`config.mk`:
```
export PLATFORM = sky130hd
export DESIGN_NAME = mpwm_top
export DESIGN_NICKNAME = d
export VERILOG_FILES = /design/src/rtl/mpwm_pkg.sv /design/src/rtl/mpwm_ctrl.sv /design/src/rtl/mpwm_datapath.sv /design/src/rtl/mpwm_top.sv
export SDC_FILE = /design/constraint.sdc
export NUM_CORES = 1
export LEC_CHECK = 0
export CAP_MARGIN = 30
export CORE_ASPECT_RATIO = 1.2
export CORE_MARGIN = 4
export CORE_UTILIZATION = 55
export CTS_BUF_LIST = sky130_fd_sc_hd__clkbuf_4 sky130_fd_sc_hd__clkbuf_8 sky130_fd_sc_hd__clkbuf_16
export DETAILED_ROUTE_END_ITERATION = 16
export PLACE_DENSITY = 0.78
export SYNTH_ARGS = -nofsm -noshare
export SYNTH_HDL_FRONTEND = slang
export SYNTH_SLANG_ARGS = --single-unit
```
`constraint.sdc`:
```
create_clock -name clk -period 3.9 [get_ports clk]
set_input_delay 0.78 -clock clk [delete_from_list [all_inputs] [get_ports clk]]
set_output_delay 0.78 -clock clk [all_outputs]
set_load 0.05 [all_outputs]
```
`src/rtl/mpwm_pkg.sv`:
```
package mpwm_pkg;
  typedef enum logic [1:0] {
    SPD_FULL  = 2'b00,
    SPD_DIV4  = 2'b01,
    SPD_DIV8  = 2'b10,
    SPD_DIV8B = 2'b11
  } speedCode_e;

  localparam int PRE_W = 3;

  typedef struct packed {
    logic loadShadow;
    logic clearTerm;
  } pwmStrobe_t;
endpackage

```
`src/rtl/mpwm_ctrl.sv`:
```
module mpwm_ctrl
  import mpwm_pkg::*;
#(
  parameter int CNT_W        = 9,
  parameter int SYNC_MIN_LOW = 3
) (
  input  logic             clk,
  input  logic             rstN,
  input  logic [1:0]       speedSel,
  input  logic [CNT_W-1:0] periodLen,
  input  logic             syncIn,
  output logic [CNT_W-1:0] cnt,
  output pwmStrobe_t       strobe,
  output logic             cycleStart
);
  localparam int LOW_W = $clog2(SYNC_MIN_LOW + 1);
  localparam logic [LOW_W-1:0] LOW_SAT = LOW_W'(SYNC_MIN_LOW);

  logic [PRE_W-1:0] preCnt;
  logic [PRE_W-1:0] preLast;
  logic             tick;
  logic             syncPrev;
  logic [LOW_W-1:0] lowCnt;
  logic             syncGo;
  logic             periodStart;

  always_comb begin
    case (speedCode_e'(speedSel))
      SPD_FULL: preLast = '0;
      SPD_DIV4: preLast = PRE_W'(3);
      default:  preLast = PRE_W'(7);
    endcase
  end

  assign tick        = (preCnt >= preLast);
  assign syncGo      = tick && syncIn && !syncPrev && (lowCnt == LOW_SAT);
  assign periodStart = tick && (syncGo || (cnt >= periodLen));

  always_ff @(posedge clk) begin
    if (!rstN) begin
      preCnt <= '0;
    end else if (tick) begin
      preCnt <= '0;
    end else begin
      preCnt <= preCnt + 1'b1;
    end
  end

  always_ff @(posedge clk) begin
    if (!rstN) begin
      syncPrev <= 1'b1;
      lowCnt   <= '0;
    end else if (tick) begin
      syncPrev <= syncIn;
      if (syncIn) begin
        lowCnt <= '0;
      end else if (lowCnt != LOW_SAT) begin
        lowCnt <= lowCnt + 1'b1;
      end
    end
  end

  always_ff @(posedge clk) begin
    if (!rstN) begin
      cnt        <= '0;
      cycleStart <= 1'b0;
    end else begin
      cycleStart <= periodStart;
      if (periodStart) begin
        cnt <= '0;
      end else if (tick) begin
        cnt <= cnt + 1'b1;
      end
    end
  end

  assign strobe.loadShadow = periodStart;
  assign strobe.clearTerm  = periodStart;
endmodule

```
`src/rtl/mpwm_datapath.sv`:
```
module mpwm_datapath
  import mpwm_pkg::*;
#(
  parameter int NUM_OUT = 6,
  parameter int CNT_W   = 9
) (
  input  logic                     clk,
  input  logic                     rstN,
  input  logic [CNT_W-1:0]         cnt,
  input  pwmStrobe_t               strobe,
  input  logic [CNT_W-1:0]         dutyCmd,
  input  logic [NUM_OUT*CNT_W-1:0] riseOfs,
  input  logic [NUM_OUT*CNT_W-1:0] fallOfs,
  input  logic                     termReq,
  input  logic                     enableIn,
  input  logic                     enablePol,
  input  logic                     ocpFault,
  input  logic [NUM_OUT-1:0]       bypassSel,
  input  logic [NUM_OUT-1:0]       bypassVal,
  input  logic [NUM_OUT-1:0]       stopDis,
  input  logic [NUM_OUT-1:0]       stopOcp,
  output logic [NUM_OUT-1:0]       phOut
);
  logic [CNT_W-1:0]   dutyShadow;
  logic               termHold;
  logic               terminated;
  logic               enActive;
  logic [NUM_OUT-1:0] nextOut;

  assign enActive   = (enableIn == enablePol);
  assign terminated = termReq || termHold;

  always_ff @(posedge clk) begin
    if (!rstN) begin
      dutyShadow <= '0;
    end else if (strobe.loadShadow) begin
      dutyShadow <= dutyCmd;
    end
  end

  always_ff @(posedge clk) begin
    if (!rstN) begin
      termHold <= 1'b0;
    end else if (strobe.clearTerm) begin
      termHold <= 1'b0;
    end else if (termReq) begin
      termHold <= 1'b1;
    end
  end

  for (genvar g = 0; g < NUM_OUT; g++) begin : gOut
    logic [CNT_W-1:0] riseShadow;
    logic [CNT_W-1:0] fallShadow;
    logic [CNT_W:0]   fallEnd;
    logic             pulseOn;

    always_ff @(posedge clk) begin
      if (!rstN) begin
        riseShadow <= '0;
        fallShadow <= '0;
      end else if (strobe.loadShadow) begin
        riseShadow <= riseOfs[g*CNT_W +: CNT_W];
        fallShadow <= fallOfs[g*CNT_W +: CNT_W];
      end
    end

    assign fallEnd = {1'b0, fallShadow} + {1'b0, dutyShadow};
    assign pulseOn = (cnt >= riseShadow) && ({1'b0, cnt} < fallEnd);

    assign nextOut[g] = ocpFault     ? stopOcp[g]   :
                        !enActive    ? stopDis[g]   :
                        bypassSel[g] ? bypassVal[g] :
                        terminated   ? 1'b0         :
                                       pulseOn;
  end

  always_ff @(posedge clk) begin
    if (!rstN) begin
      phOut <= '0;
    end else begin
      phOut <= nextOut;
    end
  end
endmodule

```
`src/rtl/mpwm_top.sv`:
```
module mpwm_top
  import mpwm_pkg::*;
#(
  parameter int NUM_OUT = 6,
  parameter int CNT_W   = 9
) (
  input  logic                     clk,
  input  logic                     rstN,
  input  logic [1:0]               speedSel,
  input  logic [CNT_W-1:0]         periodLen,
  input  logic [CNT_W-1:0]         dutyCmd,
  input  logic [NUM_OUT*CNT_W-1:0] riseOfs,
  input  logic [NUM_OUT*CNT_W-1:0] fallOfs,
  input  logic                     syncIn,
  input  logic                     enableIn,
  input  logic                     enablePol,
  input  logic                     ocpFault,
  input  logic                     termReq,
  input  logic [NUM_OUT-1:0]       bypassSel,
  input  logic [NUM_OUT-1:0]       bypassVal,
  input  logic [NUM_OUT-1:0]       stopDis,
  input  logic [NUM_OUT-1:0]       stopOcp,
  output logic [NUM_OUT-1:0]       phOut,
  output logic                     cycleStart
);
  logic [CNT_W-1:0] cnt;
  pwmStrobe_t       strobe;

  mpwm_ctrl #(.CNT_W(CNT_W), .SYNC_MIN_LOW(3)) u_ctrl (
    .clk        (clk),
    .rstN       (rstN),
    .speedSel   (speedSel),
    .periodLen  (periodLen),
    .syncIn     (syncIn),
    .cnt        (cnt),
    .strobe     (strobe),
    .cycleStart (cycleStart)
  );

  mpwm_datapath #(.NUM_OUT(NUM_OUT), .CNT_W(CNT_W)) u_dp (
    .clk       (clk),
    .rstN      (rstN),
    .cnt       (cnt),
    .strobe    (strobe),
    .dutyCmd   (dutyCmd),
    .riseOfs   (riseOfs),
    .fallOfs   (fallOfs),
    .termReq   (termReq),
    .enableIn  (enableIn),
    .enablePol (enablePol),
    .ocpFault  (ocpFault),
    .bypassSel (bypassSel),
    .bypassVal (bypassVal),
    .stopDis   (stopDis),
    .stopOcp   (stopOcp),
    .phOut     (phOut)
  );
endmodule

```
==> flow_summary_export.csv, run 1 <==
group,metric,value,unit
flow_run,maxCapViolations,0,
yosys,seq_area_frac_synth,26.5,%
timing,worstMarginPinSlew,0.911,ns
grt,grt_pass1_wl,46000,um
yosys,synth.distinct_cells,53,
cts,cts_hold_buf,0,
die,dieHeight,160,um
cells_and_area,layout.nets,1755,
yosys,synthArstFlopShare,0,%
yosys,netlist_area,10600,um2
pwr,p_per_area,271,nW/um2
cts,clock_latency,0.44,ns
pwr,power,3550,uW
detailed_routing,wire_per_inst,17.2,um
detailed_routing,dr.pass1.iters,5,
cts,cts_tree,"yes",
cts,h-tree-depth,4,
hold_path,hp-class,"flop to flop",
cts,post_cts_resized,0,
yosys,syn_nets,1603,
die,initial_core_util,56.0,%
cts,cts-root-buf,"clkbuf_16",
grt,antenna_found_initial,0,
detailed_routing,drc,0,
setup_path,cp-start-kind,"flop",
grt,overflow,0,
cells_and_area,flow.area_growth_from_synthesis,23.6,%
detailed_routing,num_vias,9703,
run_status,status,"complete, no violations",
placement,port_buffers,165,
yosys,syn_avg_cell_area,8.36,um2
timing,fmax,288,MHz
yosys,synth_top_area_share,26.5,%
detailed_routing,totalWireLength,29000,um
yosys,ys_dominant_reg_cell,"dfxtp_1",
setup_path,cp.arrival,3.77,ns
yosys,ys_seq_elements,140,
detailed_routing,first_iter_violations,683,
detailed_routing,vias_per_cell,5.75,
cells_and_area,layout-drive-gt1-share,12.0,%
yosys,synth_edf_count,0,
cts,cts_buffer_depth,2,
die,row_count,55,
cts,postCtsSetupRepairBufs,0,
yosys,synthMostInstantiatedCell,"ha_1",
setup_path,criticalPathCategory,"flop to flop",
timing,rsz0062_at_grt,"false",
cts,cts.clk_slew.worst_paths,0.06,ns
pwr,p_leak,0.00540,uW
yosys,ys_top_cells_by_count,"ha_1 (171), nand2_1 (144), dfxtp_1 (140)",
grt,grt.total_usage,26.6,%
setup_path,critPathMaxFanout,7,
pwr,max-vdd-ir-drop,325,uV
cts,cts_sinks,140,
timing,hold_viol_final,0,
grt,grt_max_degree,182,
timing,slew_viol_final,0,
die,die_area,21600,um2
yosys,synthTopCellsByArea,"dfxtp_1 (26%), ha_1 (20%), nand3_2 (9.4%)",
timing,period_needed,3.47,ns
timing,fin_worst_skew,0.00928,ns
yosys,synth_cells,1267,
setup_path,required,4.20,ns
timing,tns,0,ns
cts,numCtsBuffers,17,
die,core,18900,um2
detailed_routing,drt.antenna.violating_nets,0,
setup_path,cp-end-kind,"flop",
placement,gp_congestion,0.868,
cells_and_area,antenna_cells,0,
cells_and_area,fillCellCount,1527,
timing,final-setup-viol-count,0,
timing,relSlewSlack,39.3,%
die,ioPinCount,166,
yosys,synth_warnings,0,
grt,grt_pass1_vias,9318,
placement,hpwl,20800,um
yosys,synth_top_area_cell,"dfxtp_1",
die,die_x,135,um
timing,finalCritPeriodShare,89.0,%
## per-layer routing
metal	global-route usage, %	wire, um
met1	33.0	12400
met5	0	0
met2	45.4	14000
met3	4.22	1670
met4	11.6	944
## registers in the layout, indices dropped and copies added, names as in the netlist
| name | flops |
|---|---|
| u_dp.termHold | 1 |
| u_ctrl.preCnt | 3 |
| u_ctrl.lowCnt | 2 |
| u_dp.phOut | 6 |
| u_dp.dutyShadow | 9 |
| u_ctrl.cycleStart | 1 |
| u_ctrl.cnt | 9 |
| u_ctrl.syncPrev | 1 |
| u_dp.gOut.fallShadow | 54 |
| u_dp.gOut.riseShadow | 54 |
## placed cells by master (no fill, tap or decap), types with 21 or more instances in the layout
| cell | n |
|---|---|
| nand3_2 | 100 |
| o21ai_1 | 117 |
| clkdlybuf4s50_1 | 164 |
| dfxtp_1 | 140 |
| a21o_1 | 23 |
| nand2b_1 | 23 |
| xor2_1 | 23 |
| o21ai_0 | 48 |
| nor2_1 | 39 |
| nand3_1 | 32 |
| buf_4 | 21 |
| ha_1 | 171 |
| nor2b_1 | 25 |
| a21oi_1 | 60 |
| nand2_1 | 144 |
| inv_1 | 98 |
## power breakdown
part,total [uW],internal [uW],switching [uW]
registers,1460,1450,10.1
clock network,1630,974,651
logic,467,238,229
## area by class of cell
cell class / instances / area, um2 / share of cell area, %
clock buffers: 20 / 460 / 3.52
well taps: 256 / 320 / 2.45
multi-input cells: 971 / 7110 / 54.3
clock inverters: 12 / 121 / 0.927
repair buffers: 191 / 1910 / 14.6
flip-flops and latches: 140 / 2800 / 21.4
inverters: 98 / 368 / 2.81
## cells by family (layout without fill, tap and decap cells)
logic type	count (synthesis)	after routing	synth area share, %
and+or+nand+nor	429	429	24.0
AOI/OAI and AO/OA	324	324	18.3
adders and majority gates	177	177	21.3
buffers and inverters	156	321	6.50
DFF	140	140	26.5
xor gates and xnor gates	41	41	3.39
## through the flow
stage               instances  setup slack [ns]  utilization, %  cell area (um2)  hold WS, ns
floorplan                1267             0.989               -            10600        0.417
global placement         1656             0.446            66.1            12500        0.436
detailed placement       1656             0.367            66.1            12500        0.446
CTS                      1688             0.456            69.2            13100        0.457
global route             1688             0.117            69.2            13100        0.468
finish                   1688             0.429            69.2            13100        0.455
## worst max-delay path, cell delays in order (launching register included)
cell and delay, ns:
dfxtp_1 0.67, ha_1 0.36, nor2b_1 0.14, o21ai_0 0.22, a21oi_1 0.13, o21a_1 0.20, o41ai_1 0.40, xor2_1 0.13
ha_1 0.32, a21o_1 0.14, nor4_1 0.05, nor4_1 0.44, o32ai_1 0.16
## path summary, 6_finish.rpt
check,from,endpoint,slack [ns],cells after the start
max,u_dp.dutyShadow[2],u_dp.phOut[4],0.43,12
min,u_dp.gOut[1].riseShadow[4],u_dp.gOut[1].riseShadow[4],0.45,2
max reg2reg,u_dp.dutyShadow[2],u_dp.phOut[4],0.43,12
min reg2reg,u_dp.gOut[1].riseShadow[4],u_dp.gOut[1].riseShadow[4],0.45,2
Power figures use the tool's default switching activity.
==> inputs of run 2 (changes only) <==
--- a/config.mk
+++ b/config.mk
@@ -5,13 +5,12 @@
 export SDC_FILE = /design/constraint.sdc
 export NUM_CORES = 1
 export LEC_CHECK = 0
-export CAP_MARGIN = 30
 export CORE_ASPECT_RATIO = 1.2
 export CORE_MARGIN = 4
 export CORE_UTILIZATION = 55
 export CTS_BUF_LIST = sky130_fd_sc_hd__clkbuf_4 sky130_fd_sc_hd__clkbuf_8 sky130_fd_sc_hd__clkbuf_16
 export DETAILED_ROUTE_END_ITERATION = 16
-export PLACE_DENSITY = 0.78
+export PLACE_DENSITY = 0.81
 export SYNTH_ARGS = -nofsm -noshare
 export SYNTH_HDL_FRONTEND = slang
 export SYNTH_SLANG_ARGS = --single-unit
==> run 2 against run 1 <==
- cell area fell by 0.30%
- sequential share of layout area rose by 0.064 points
- cell count fell by 0.53%
- power rose by 1.9%
==> flow_summary_export.csv, run 2 (same netlist as run 1, synthesis figures left out) <==
group,metric,value,unit
die,initial_core_util,56.0,%
timing,relSlewSlack,31.3,%
flow_run,maxCapViolations,0,
detailed_routing,drt.antenna.violating_nets,0,
cells_and_area,layout_commonest_cell,"ha_1",
detailed_routing,totalWireLength,29100,um
detailed_routing,drc,0,
cells_and_area,layout.nets,1748,
detailed_routing,num_vias,9643,
cells_and_area,top_regs,"u_dp.gOut.fallShadow (54), u_dp.gOut.riseShadow (54)",
cts,h-tree-depth,4,
placement,hpwl,20800,um
timing,rsz0062_at_grt,"false",
placement,port_buffers,165,
placement,gp_congestion,0.906,
timing,fmax,286,MHz
cts,cts_tree,"yes",
timing,worstMarginPinSlew,1.03,ns
cts,numCtsBuffers,17,
die,dieHeight,160,um
grt,grt_pass1_wl,45900,um
die,die_area,21600,um2
detailed_routing,dr.pass1.iters,5,
cells_and_area,fillCellCount,1529,
timing,fin_worst_skew,0.0116,ns
grt,overflow,0,
cts,cts-root-buf,"clkbuf_16",
setup_path,criticalPathCategory,"flop to flop",
detailed_routing,vias_per_cell,5.74,
timing,tns,0,ns
timing,slew_viol_final,0,
timing,final-setup-viol-count,0,
setup_path,cp-start-kind,"flop",
die,ioPinCount,166,
die,row_count,55,
cts,postCtsSetupRepairBufs,0,
detailed_routing,wire_per_inst,17.3,um
cells_and_area,final_cell_mix,"ha_1 (171), clkdlybuf4s50_1 (164), nand2_1 (144), dfxtp_1 (140), o21ai_1 (117)",
cells_and_area,layout-drive-gt1-share,11.5,%
pwr,max-vdd-ir-drop,312,uV
cts,post_cts_resized,0,
cells_and_area,flow.area_growth_from_synthesis,23.3,%
grt,grt.total_usage,26.6,%
cts,cts_hold_buf,0,
pwr,p_leak,0.00537,uW
grt,antenna_found_initial,0,
timing,finalCritPeriodShare,89.6,%
cts,clock_latency,0.43,ns
timing,hold_viol_final,0,
hold_path,hp-class,"flop to flop",
cells_and_area,post-route-util,69.0,%
pwr,power,3620,uW
die,core,18900,um2
setup_path,cp-end-kind,"flop",
setup_path,cp.arrival,3.79,ns
hold_path,whs_path_depth,2,
cells_and_area,antenna_cells,0,
grt,grt_max_degree,105,
die,die_x,135,um
setup_path,reg2reg_depth,11,
pwr,p_per_area,277,nW/um2
setup_path,critPathMaxStageDelay,0.68,ns
setup_path,path_cells,"ha_1 -> o21ai_0 -> nor2_1 -> o31ai_1 -> a21bo_2 -> ha_1 -> nand4_1 -> o221ai_1 -> a221oi_1 -> a2111oi_0 -> o21ai_0",
run_status,status,"complete, no violations",
detailed_routing,first_iter_violations,694,
timing,period_needed,3.49,ns
setup_path,required,4.20,ns
cts,cts_sinks,140,
setup_path,critPathMaxFanout,7,
setup_path,ff2ff_setup_slack,0.41,ns
grt,grt_pass1_vias,9470,
setup_path,crit_slowest_cell,"dfxtp_1",
cts,cts.clk_slew.worst_paths,0.06,ns
cts,cts_buffer_depth,2,
run 2: final cells by class:
cell class	count	area [um2]	share of cell area, %
clock buffers	24	497	3.80
multi-input cells	971	7110	54.4
well taps	256	320	2.45
inverters	98	368	2.82
clock inverters	6	111	0.853
flip-flops and latches	140	2800	21.5
repair buffers	184	1850	14.2
run 2: critical path, delay by kind of cell, from the launching register on:
kind,cells,cell delay (ns)
AOI/OAI and AO/OA,7,1.81
DFF,1,0.68
adders and majority gates,2,0.67
and+or+nand+nor,2,0.19
run 2: through the flow:
| step | hold WS [ns] | instance area [um2] | worst slack [ns] | std cells |
|---|---|---|---|---|
| after floorplan | 0.417 | 10600 | 0.989 | 1267 |
| after detailed placement | 0.445 | 12400 | 0.379 | 1649 |
| final | 0.453 | 13100 | 0.408 | 1679 |
| after global placement | 0.431 | 12400 | 0.505 | 1649 |
| after global routing | 0.467 | 13100 | 0.120 | 1679 |
| after CTS | 0.456 | 13100 | 0.501 | 1679 |
run 2: worst paths after layout:
kind,startpoint,end
max,u_dp.dutyShadow[2],u_dp.phOut[2]
min,u_dp.gOut[2].riseShadow[2],u_dp.gOut[2].riseShadow[2]
max reg2reg,u_dp.dutyShadow[2],u_dp.phOut[2]
min reg2reg,u_dp.gOut[2].riseShadow[2],u_dp.gOut[2].riseShadow[2]
run 2: where the power goes:
group,internal [uW],switching [uW]
sequential,1450,10.3
clock,1080,615
combinational,235,230
run 2: per-layer routing:
layer / vias to the layer above / part of all wire, % / global-route usage, % / routed length [um]
met1: 4447 / 40 / 31.8 / 11800
li1: 4767 / - / - / -
met5: - / 0 / 0 / 0
met2: 341 / 48 / 45.0 / 14100
met4: 0 / 4.2 / 13.6 / 1230
met3: 88 / 7.1 / 5.17 / 2060
